[src/rtl/i2c_field_rmw.sv]
module i2c_field_rmw #(
  parameter int NSLOT = 4,
  parameter int DIV_W = 8,
  localparam int SW = (NSLOT > 1) ? $clog2(NSLOT) : 1
) (
  input  logic             clk,
  input  logic             rst_n,
  input  logic [DIV_W-1:0] cfg_qdiv,
  input  logic             tab_we,
  input  logic [SW-1:0]    tab_slot,
  input  logic [6:0]       tab_dev,
  input  logic             cmd_go,
  input  logic             cmd_wr,
  input  logic [SW-1:0]    cmd_slot,
  input  logic [7:0]       cmd_sub,
  input  logic [2:0]       cmd_hi,
  input  logic [2:0]       cmd_lo,
  input  logic [7:0]       cmd_wdata,
  output logic             busy,
  output logic             done,
  output logic             fail,
  output logic [7:0]       rd_data,
  output logic             scl_pull,
  output logic             sda_pull,
  input  logic             sda_in
);

  typedef enum logic [1:0] {OP_START, OP_TX, OP_RX, OP_STOP} op_t;

  logic [6:0]       dev_tab [NSLOT];
  logic [DIV_W-1:0] qcnt;
  logic [1:0]       q;
  logic [3:0]       bi, pc, pc_inc;
  logic [7:0]       sr, cur, nxt_byte, mask, merged, field;
  logic             wr_q, nack, err_q;
  logic [6:0]       dev_q;
  logic [7:0]       sub_q, wd_q;
  logic [2:0]       hi_q, lo_q;
  op_t              op;
  logic             tick, bitcell, v1, v3, last_stop, scl_nxt, sda_nxt;

  assign mask    = (8'hFF << lo_q) & (8'hFF >> (3'd7 - hi_q));
  assign merged  = (cur & ~mask) | (wd_q & mask);
  assign field   = (cur & mask) >> lo_q;
  assign tick    = busy && (qcnt == cfg_qdiv);
  assign pc_inc  = pc + 4'd1;
  assign bitcell = (op == OP_TX) || (op == OP_RX);
  assign last_stop = (op == OP_STOP) && (err_q || pc == 4'd11 || (pc == 4'd6 && !wr_q));

  always_comb begin
    case (pc)
      4'd0, 4'd3, 4'd7: op = OP_START;
      4'd5:             op = OP_RX;
      4'd6, 4'd11:      op = OP_STOP;
      default:          op = OP_TX;
    endcase
  end

  always_comb begin
    case (pc_inc)
      4'd1, 4'd8: nxt_byte = {dev_q, 1'b0};
      4'd4:       nxt_byte = {dev_q, 1'b1};
      4'd2, 4'd9: nxt_byte = sub_q;
      4'd10:      nxt_byte = merged;
      default:    nxt_byte = 8'h00;
    endcase
  end

  always_comb begin
    case (op)
      OP_START: begin v1 = 1'b0; v3 = 1'b1; end
      OP_STOP:  begin v1 = 1'b1; v3 = 1'b0; end
      OP_TX:    begin v1 = (bi != 4'd8) && !sr[7]; v3 = v1; end
      default:  begin v1 = 1'b0; v3 = 1'b0; end
    endcase
  end

  assign scl_nxt = busy && !q[1];
  assign sda_nxt = !busy ? 1'b0 : (q == 2'd0) ? sda_pull : (q == 2'd3) ? v3 : v1;

  always_ff @(posedge clk or negedge rst_n) begin
    if (!rst_n) begin
      scl_pull <= 1'b0;
      sda_pull <= 1'b0;
    end else begin
      scl_pull <= scl_nxt;
      sda_pull <= sda_nxt;
    end
  end

  assert_sda_scl_apart_R1: assert property (@(posedge clk) disable iff (!rst_n)
    (scl_pull != $past(scl_pull)) |-> (sda_pull == $past(sda_pull)));
  assert_idle_released_R9: assert property (@(posedge clk) disable iff (!rst_n)
    !busy |-> (!scl_pull && !sda_pull));

  always_ff @(posedge clk or negedge rst_n) begin
    if (!rst_n) begin
      for (int i = 0; i < NSLOT; i++) dev_tab[i] <= '0;
      busy <= 1'b0;  done <= 1'b0;  fail <= 1'b0;  rd_data <= '0;
      qcnt <= '0;  q <= '0;  bi <= '0;  pc <= '0;
      sr <= '0;  cur <= '0;  wr_q <= 1'b0;  nack <= 1'b0;  err_q <= 1'b0;
      dev_q <= '0;  sub_q <= '0;  wd_q <= '0;  hi_q <= '0;  lo_q <= '0;
    end else begin
      done <= 1'b0;
      fail <= 1'b0;
      if (tab_we) dev_tab[tab_slot] <= tab_dev;
      if (!busy) begin
        if (cmd_go) begin
          busy  <= 1'b1;
          pc    <= '0;  q <= '0;  qcnt <= '0;  bi <= '0;
          err_q <= 1'b0;  nack <= 1'b0;
          wr_q  <= cmd_wr;
          dev_q <= dev_tab[cmd_slot];
          sub_q <= cmd_sub;  wd_q <= cmd_wdata;
          hi_q  <= cmd_hi;   lo_q <= cmd_lo;
        end
      end else begin
        qcnt <= tick ? '0 : qcnt + 1'b1;
        if (tick) begin
          q <= q + 2'd1;
          if (q == 2'd2 && bitcell) begin
            if (bi == 4'd8)        nack <= (op == OP_TX) && sda_in;
            else if (op == OP_RX)  sr   <= {sr[6:0], sda_in};
          end
          if (q == 2'd3) begin
            if (bitcell) begin
              if (bi != 4'd8) begin
                bi <= bi + 4'd1;
                if (op == OP_TX) sr <= {sr[6:0], 1'b0};
              end else begin
                bi <= '0;
                if (op == OP_RX) cur <= sr;
                if (nack) begin
                  err_q <= 1'b1;
                  pc    <= 4'd6;
                end else begin
                  pc <= pc_inc;
                  sr <= nxt_byte;
                end
              end
            end else if (last_stop) begin
              busy <= 1'b0;
              done <= 1'b1;
              fail <= err_q;
              if (!err_q && !wr_q) rd_data <= field;
            end else begin
              pc <= pc_inc;
              sr <= nxt_byte;
            end
          end
        end
      end
    end
  end

  assert_done_pulse_R6: assert property (@(posedge clk) disable iff (!rst_n)
    done |=> !done);
  assert_fail_with_done_R5: assert property (@(posedge clk) disable iff (!rst_n)
    fail |-> (done && !busy));
  assert_accept_idle_R7: assert property (@(posedge clk) disable iff (!rst_n)
    (!busy && cmd_go) |=> busy);
  assert_result_at_done_R3: assert property (@(posedge clk) disable iff (!rst_n)
    (rd_data != $past(rd_data)) |-> done);

endmodule

[config.mk]
export PLATFORM = sky130hd
export DESIGN_NAME = i2c_field_rmw
export DESIGN_NICKNAME = d
export VERILOG_FILES = /design/src/rtl/i2c_field_rmw.sv
export SDC_FILE = /design/constraint.sdc
export NUM_CORES = 1
export LEC_CHECK = 0
export ABC_AREA = 1
export BUFFER_PORTS_ARGS = -buffer_cell sky130_fd_sc_hd__buf_2
export CAP_MARGIN = 5
export CORE_MARGIN = 4
export CORE_UTILIZATION = 50
export DETAILED_ROUTE_END_ITERATION = 10
export PLACE_DENSITY_LB_ADDON = 0.3
export SETUP_SLACK_MARGIN = 0.4
export SLEW_MARGIN = 20
export SYNTH_ARGS = -nofsm -noshare
export SYNTH_HDL_FRONTEND = slang
export SYNTH_SLANG_ARGS = --single-unit
[constraint.sdc]
create_clock -name clk -period 2.24 [get_ports clk]
set_clock_uncertainty 0.2 [all_clocks]
set_input_delay 0.56 -clock clk [delete_from_list [all_inputs] [get_ports clk]]
set_output_delay 0.56 -clock clk [all_outputs]
set_load 0.01 [all_outputs]
-- Word level (Yosys, flattened, before mapping)
Cells that the tools add are included.
- register bits: 107
- bits of input ports: 47
- output and inout port bits: 13
- add/sub/neg operators: 5
- magnitude comparators: 3
- equality and inequality tests: 29
- shift operators: 3
- muxes and demuxes: 68
- bitwise operators: 11
- reductions and logical operators: 33
- operators by type and width (operator ; count):
    $mux 8 ; 12
    $mux 4 ; 13
    $and 8x8->8 ; 4
    $pmux 8 s4 ; 1
    $mux 1 ; 30
    $bwmux 28 ; 1
    $mux 7 ; 3
    $eq 4x4->1 const B ; 5
    $reduce_and 6->1 ; 3
    $eq 4x3->1 const B ; 4
    $bmux 7 s2 ; 1
    $demux 7 s2 ; 1
    $ne 2x1->1 const B ; 6
    $logic_and 1x1->1 ; 9
    $add 4x1->4 const B ; 2
    $add 8x1->8 const B ; 1
    $eq 2x2->1 const B ; 4
    $eq 4x2->1 const B ; 2
    $eq 8x8->1 ; 1
    $not 8->8 ; 1
    $or 8x8->8 ; 1
    $reduce_and 4->1 ; 2
    $shl 8x3->8 const A ; 1
    $shr 8x3->8 ; 1
    24 further kinds ; 43

-- Longest topological paths before layout
- depth in word-level cells: 11
- gate-level depth with buffers: 14

-- Worst setup path before layout
OpenSTA, ideal clock, no wires.
- kind: register -> register
- from: reg pc[1]
- to: reg bi[1]
- data arrival time: 1.669 ns
- required time: 1.919 ns
- slack: 0.249 ns
- stages on the path, launching flop included: 13
- buffers on the path: 0
- cell sequence: dfrtp_1 -> inv_1 -> ha_1 -> inv_1 -> nor2_2 -> o21ai_4 -> inv_4 -> a21oi_2 -> inv_2 -> nand2_2 -> inv_2 -> nand3_1 -> o21ai_1
- longest elaborated chain between the ends: 7
- elaborated cells on any way between the ends: 14
- those cells by class: eq/ne: 8; mux: 1; reduce/logical: 5
- ends and longest elaborated chain (item ; line ; source):
    from (decl) ; 33 ; logic [3:0] bi, pc, pc_inc;
    from (signal assigned) ; 137 ; pc <= pc_inc;
    from (signal assigned) ; 147 ; pc <= pc_inc;
    $eq 4x2->1, or another cell as far along ; 51 ; case (pc)
    $reduce_or 3->1 / $reduce_or 2->1 (equally long branches) ; 51 ;
    $pmux 2 s3 * ; 51 ;
    $eq 2x1->1 / $eq 2x2->1 (equally long branches) ; 47 ; assign bitcell = (op == OP_TX) || (op == OP_RX);
    $logic_or 1x1->1 * ; 47 ;
    $ne 2x1->1 (no line) * ; n/a ;
    $reduce_and 4->1 (no line) * ; n/a ;
    to (signal assigned) ; 128 ; bi <= bi + 4'd1;
    to (decl) ; 33 ;
Every way passes the cells marked *; elsewhere a longest branch is shown, timed or not.
A chain may end at the register's enable or synchronous reset.

-- Worst setup path in the final report
- from: reg pc[0]
- to: reg sr[1]
- longest elaborated chain between the ends: 11
- elaborated cells on any way between the ends: 37
- those cells by class: add/sub: 1; eq/ne: 14; mux: 11; reduce/logical: 11
- ends and longest elaborated chain (item ; line ; source):
    $eq 4x2->1, or another cell as far along ; 51 ;
    $reduce_or 3->1 / $reduce_or 2->1 (equally long branches) ; 51 ;
    $pmux 2 s3 ; 51 ;
    $eq 2x2->1 / $eq 2x1->1 (equally long branches) ; 47, 123, 129 ;
    $mux 8 / $logic_or 1x1->1 (equally long branches) ; 123, 47 ;
    $mux 8 / $logic_and 1x1->1 (equally long branches) ; 122, 121 ;
    $mux 8 ; 121 ; if (q == 2'd2 && bitcell) begin
    $mux 8 (on tied branches) ; 133, 129 ;
    $mux 8 ; 127 ; if (bi != 4'd8) begin
    $mux 8 ; 126 ; if (bitcell) begin
    $mux 8 * ; 125 ; if (q == 2'd3) begin
    to (signal assigned) ; 123 ; else if (op == OP_RX) sr <= {sr[6:0], sda_in};
    to (signal assigned) ; 129 ; if (op == OP_TX) sr <= {sr[6:0], 1'b0};
    to (signal assigned) ; 138 ; sr <= nxt_byte;
    to (decl) ; 34 ; logic [7:0] sr, cur, nxt_byte, mask, merged, field;
Marks and branches as above.

==> metrics.txt <==
clock sinks=107; largest area contributor in the netlist=dfrtp_1; met3 Usage GRT=0.0507; critical register-to-register path startpoint=pc[0]$_DFFE_PN0P_; H-Tree Depth=3; DRC Markers=0; Hold Path Origin=cmd_wdata[0]; hold path endpoint=wd_q[0]$_DFFE_PN0P_; Post-synth EDFFs=0; via count=5495; CP arrival=2.14 ns; final hold violations=0; hold path cells=3; die height=119 um; number of inserted diodes=0; max_cap viols=0; power consumption=6600 uW; layout cells sized above 1=0.252; Final Wtd Congestion=around 0.87; RSZ-0062 raised after global routing=yes; number of library cell types mapped by synthesis=42; actual slew at the worst max-slew pin=0.560 ns; GRT Total Usage=0.216; initial core utilization=0.509; sequential share of the synthesized area=0.438; Main synth FF type=dfrtp_1; first-pass GRT wire length=24900 um; Worst Path Class, Setup=reg -> reg; R2R depth=15; # IOs=60; most frequent cells after synthesis=253 x nand2_1, 107 x dfrtp_1, 102 x o21ai_0; Mapped Area=6110 um^2; share of the synthesized area in the top cell type=0.438; Area after DPL=about 6600 um^2; clock root buffer=clkbuf_16; status=finished, final reports clean; pre-CTS setup slack=0.0203 ns; GRT overflow=0; met2 usage=0.331; post-synthesis register bit count=107; Worst Hold Class=in -> reg; Final Setup Violations=0; Ys Warns=0; First-pass DRT Iterations=5; # fillers=1091; post-route ant nets=0; post-synth net total=868; Die ar.=14100 um^2; initial antenna violation count=0; DPL Wire Length=10300 um; Syn Inst Count=809; setup TNS=0 ns; maximum clock frequency=~0.48 GHz; Vias/cell=5.24; Top Usage Layer GRT=met2; Reg clk slew, reported paths=0.07 ns; DR iter-0 viols=around 330; fin worst setup slack=about 0.15 ns; largest net degree at the start of global routing=54; Nets=955; Die W=around 120 um; min cycle time layout=2.09 ns; GR Util met1=0.311; clock buffer depth=2; port bufs=59; Worst setup SP type=flip-flop; WL/cell=14.0 um; worst skew pair latency=0.36 ns; share of flip-flops with an asynchronous set or reset=1.00; crit path max fanout=6; Layout area overhead=21.1%; CTS tree=done; r2r endpoint=sr[1]$_DFFE_PN0P_; TritonCTS Buffers=9; top-count cell post-synth=nand2_1; Tcrit/Tclk final=0.932; main area contributors after synthesis=dfrtp_1 44%, nand2_1 16%, o21ai_0 8.4%, inv_1 4.2%, nor2_1 3.7%; Sequential Area=2690 um^2; final wirelength=14700 um; leak pwr=0.00367 uW; Mean Syn Cell Area=7.55 um^2; Req. time, crit path=2.29 ns; R2R setup slack=about 0.15 ns; relative slew slack=0.626; pwr dens=about 900 nW/um^2; standard-cell row count=40; multi-input logic area=~3200 um^2; Worst setup EP type=flip-flop; vias in the first global route=5162; Max IR drop VDD=0.000707 V; core area=12000 um^2; Finished Cell Area=7400 um^2; final slew viol count=0
[report_power, final]
| group | total [uW] | internal (uW) | switching (uW) | leakage (uW) |
|---|---|---|---|---|
| Combinational | 2470 | 971 | 1490 | 0.00219 |
| Sequential | 2570 | 2270 | 302 | 0.00133 |
| Clock | 1570 | 851 | 717 | 0.000145 |
| Total | 6600 | 4090 | 2510 | 0.00367 |
[timing repair]
item                       CTS  global route
setup endpoints to repair   36            43
hold buffers                 1             0
setup buffers               13            10
gates resized for setup     35            38
gates cloned                 1             1
hold endpoints to repair    15             0
pin swaps                   18             9
[worst max-delay path: stages, from the launching register on]
cell	delay [ns]
dfrtp_2	0.44
ha_4	0.18
inv_4	0.05
nand2_4	0.08
inv_4	0.05
nor2_8	0.18
inv_4	0.06
nand3_4	0.07
nand3_4	0.12
buf_4	0.16
nand2_1	0.08
nand3_2	0.09
nand2_1	0.08
nand2_1	0.05
nand2_1	0.05
nand2_1	0.05
[per-layer routing]
layer  up-vias  share of wire
li1       2789              -
met1      2532           0.47
met2       153           0.46
met3        21          0.056
met4         0          0.016
met5         -              0
[metrics by stage]
step                hold WS [ns]  utilization  cells
floorplan                 0.0644            -    809
global placement           0.248        0.550   1006
detailed placement         0.247        0.550   1006
CTS                        0.187        0.598   1037
global route               0.196        0.616   1048
finish                     0.194        0.616   1048
[registers in the layout, summed over array words and instances (netlist names)]
name      cells
bi            4
lo_q          3
q             2
rd_data       8
dev_q         7
fail          1
pc            4
err_q         1
nack          1
hi_q          3
sr            8
qcnt          8
sub_q         8
busy          1
sda_pull      1
done          1
dev_tab      28
scl_pull      1
wr_q          1
cur           8
wd_q          8
[kinds of logic after synthesis]
logic type | after synthesis | synth area share
AO/OA/AOI/OAI | 159 | 0.145
XOR/XNOR | 8 | 0.0115
adder cells (fa/ha/maj) | 12 | 0.0246
buffers and inverters | 112 | 0.0762
flip-flops | 107 | 0.438
AND/OR/NAND/NOR | 411 | 0.304
[worst max-delay path by stage]
stage / start / endpoint / slack [ns] / cells past startpoint
2_1_floorplan: pc[1]$_DFFE_PN0P_ / bi[1]$_DFFE_PN0P_ / 0.28 / 12
3_3_place_gp: pc[0]$_DFFE_PN0P_ / sr[0]$_DFFE_PN0P_ / 0.06 / 11
6_report: pc[0]$_DFFE_PN0P_ / sr[1]$_DFFE_PN0P_ / 0.15 / 15
3_5_place_dp: pc[0]$_DFFE_PN0P_ / sr[0]$_DFFE_PN0P_ / 0.02 / 11
4_1_cts: pc[0]$_DFFE_PN0P_ / sr[3]$_DFFE_PN0P_ / 0.19 / 14
5_1_grt: pc[0]$_DFFE_PN0P_ / sr[4]$_DFFE_PN0P_ / 0.03 / 13
[final cells by class]
cell class | instances | share of cell area
flip-flops and latches | 107 | 0.363
multi-input cells | 592 | 0.435
well taps | 147 | 0.0248
clock buffers | 12 | 0.0360
clock inverters | 4 | 0.00456
inverters | 88 | 0.0478
repair buffers | 98 | 0.0884
[layout by cell type, fill, tap and decap left out, types with 4 or more instances in the layout]
cell       netlist  final
nand3_1         45     36
buf_4            1     33
inv_2           14     15
inv_1           68     63
nor2_2           5      8
o21ai_2          7      9
ha_1            12      8
nand2_4          4      7
dfrtp_1        107    100
o21ai_1          7     13
nor2_1          61     58
nand2_1        253    242
o22ai_1          7      7
inv_4            3      6
buf_2            8     58
nand2_2          8     14
xor2_1           7      7
nand3_2          7     11
nand4_1         10     10
nor2_4           5      6
o21ai_0        102     94
a21oi_1         18     17
buf_12           0      4
dfrtp_2          0      7
a31oi_1          8      8
nand3_4          2      8
clkbuf_16        0      9
Note: power is estimated with default switching activity, not from simulation.
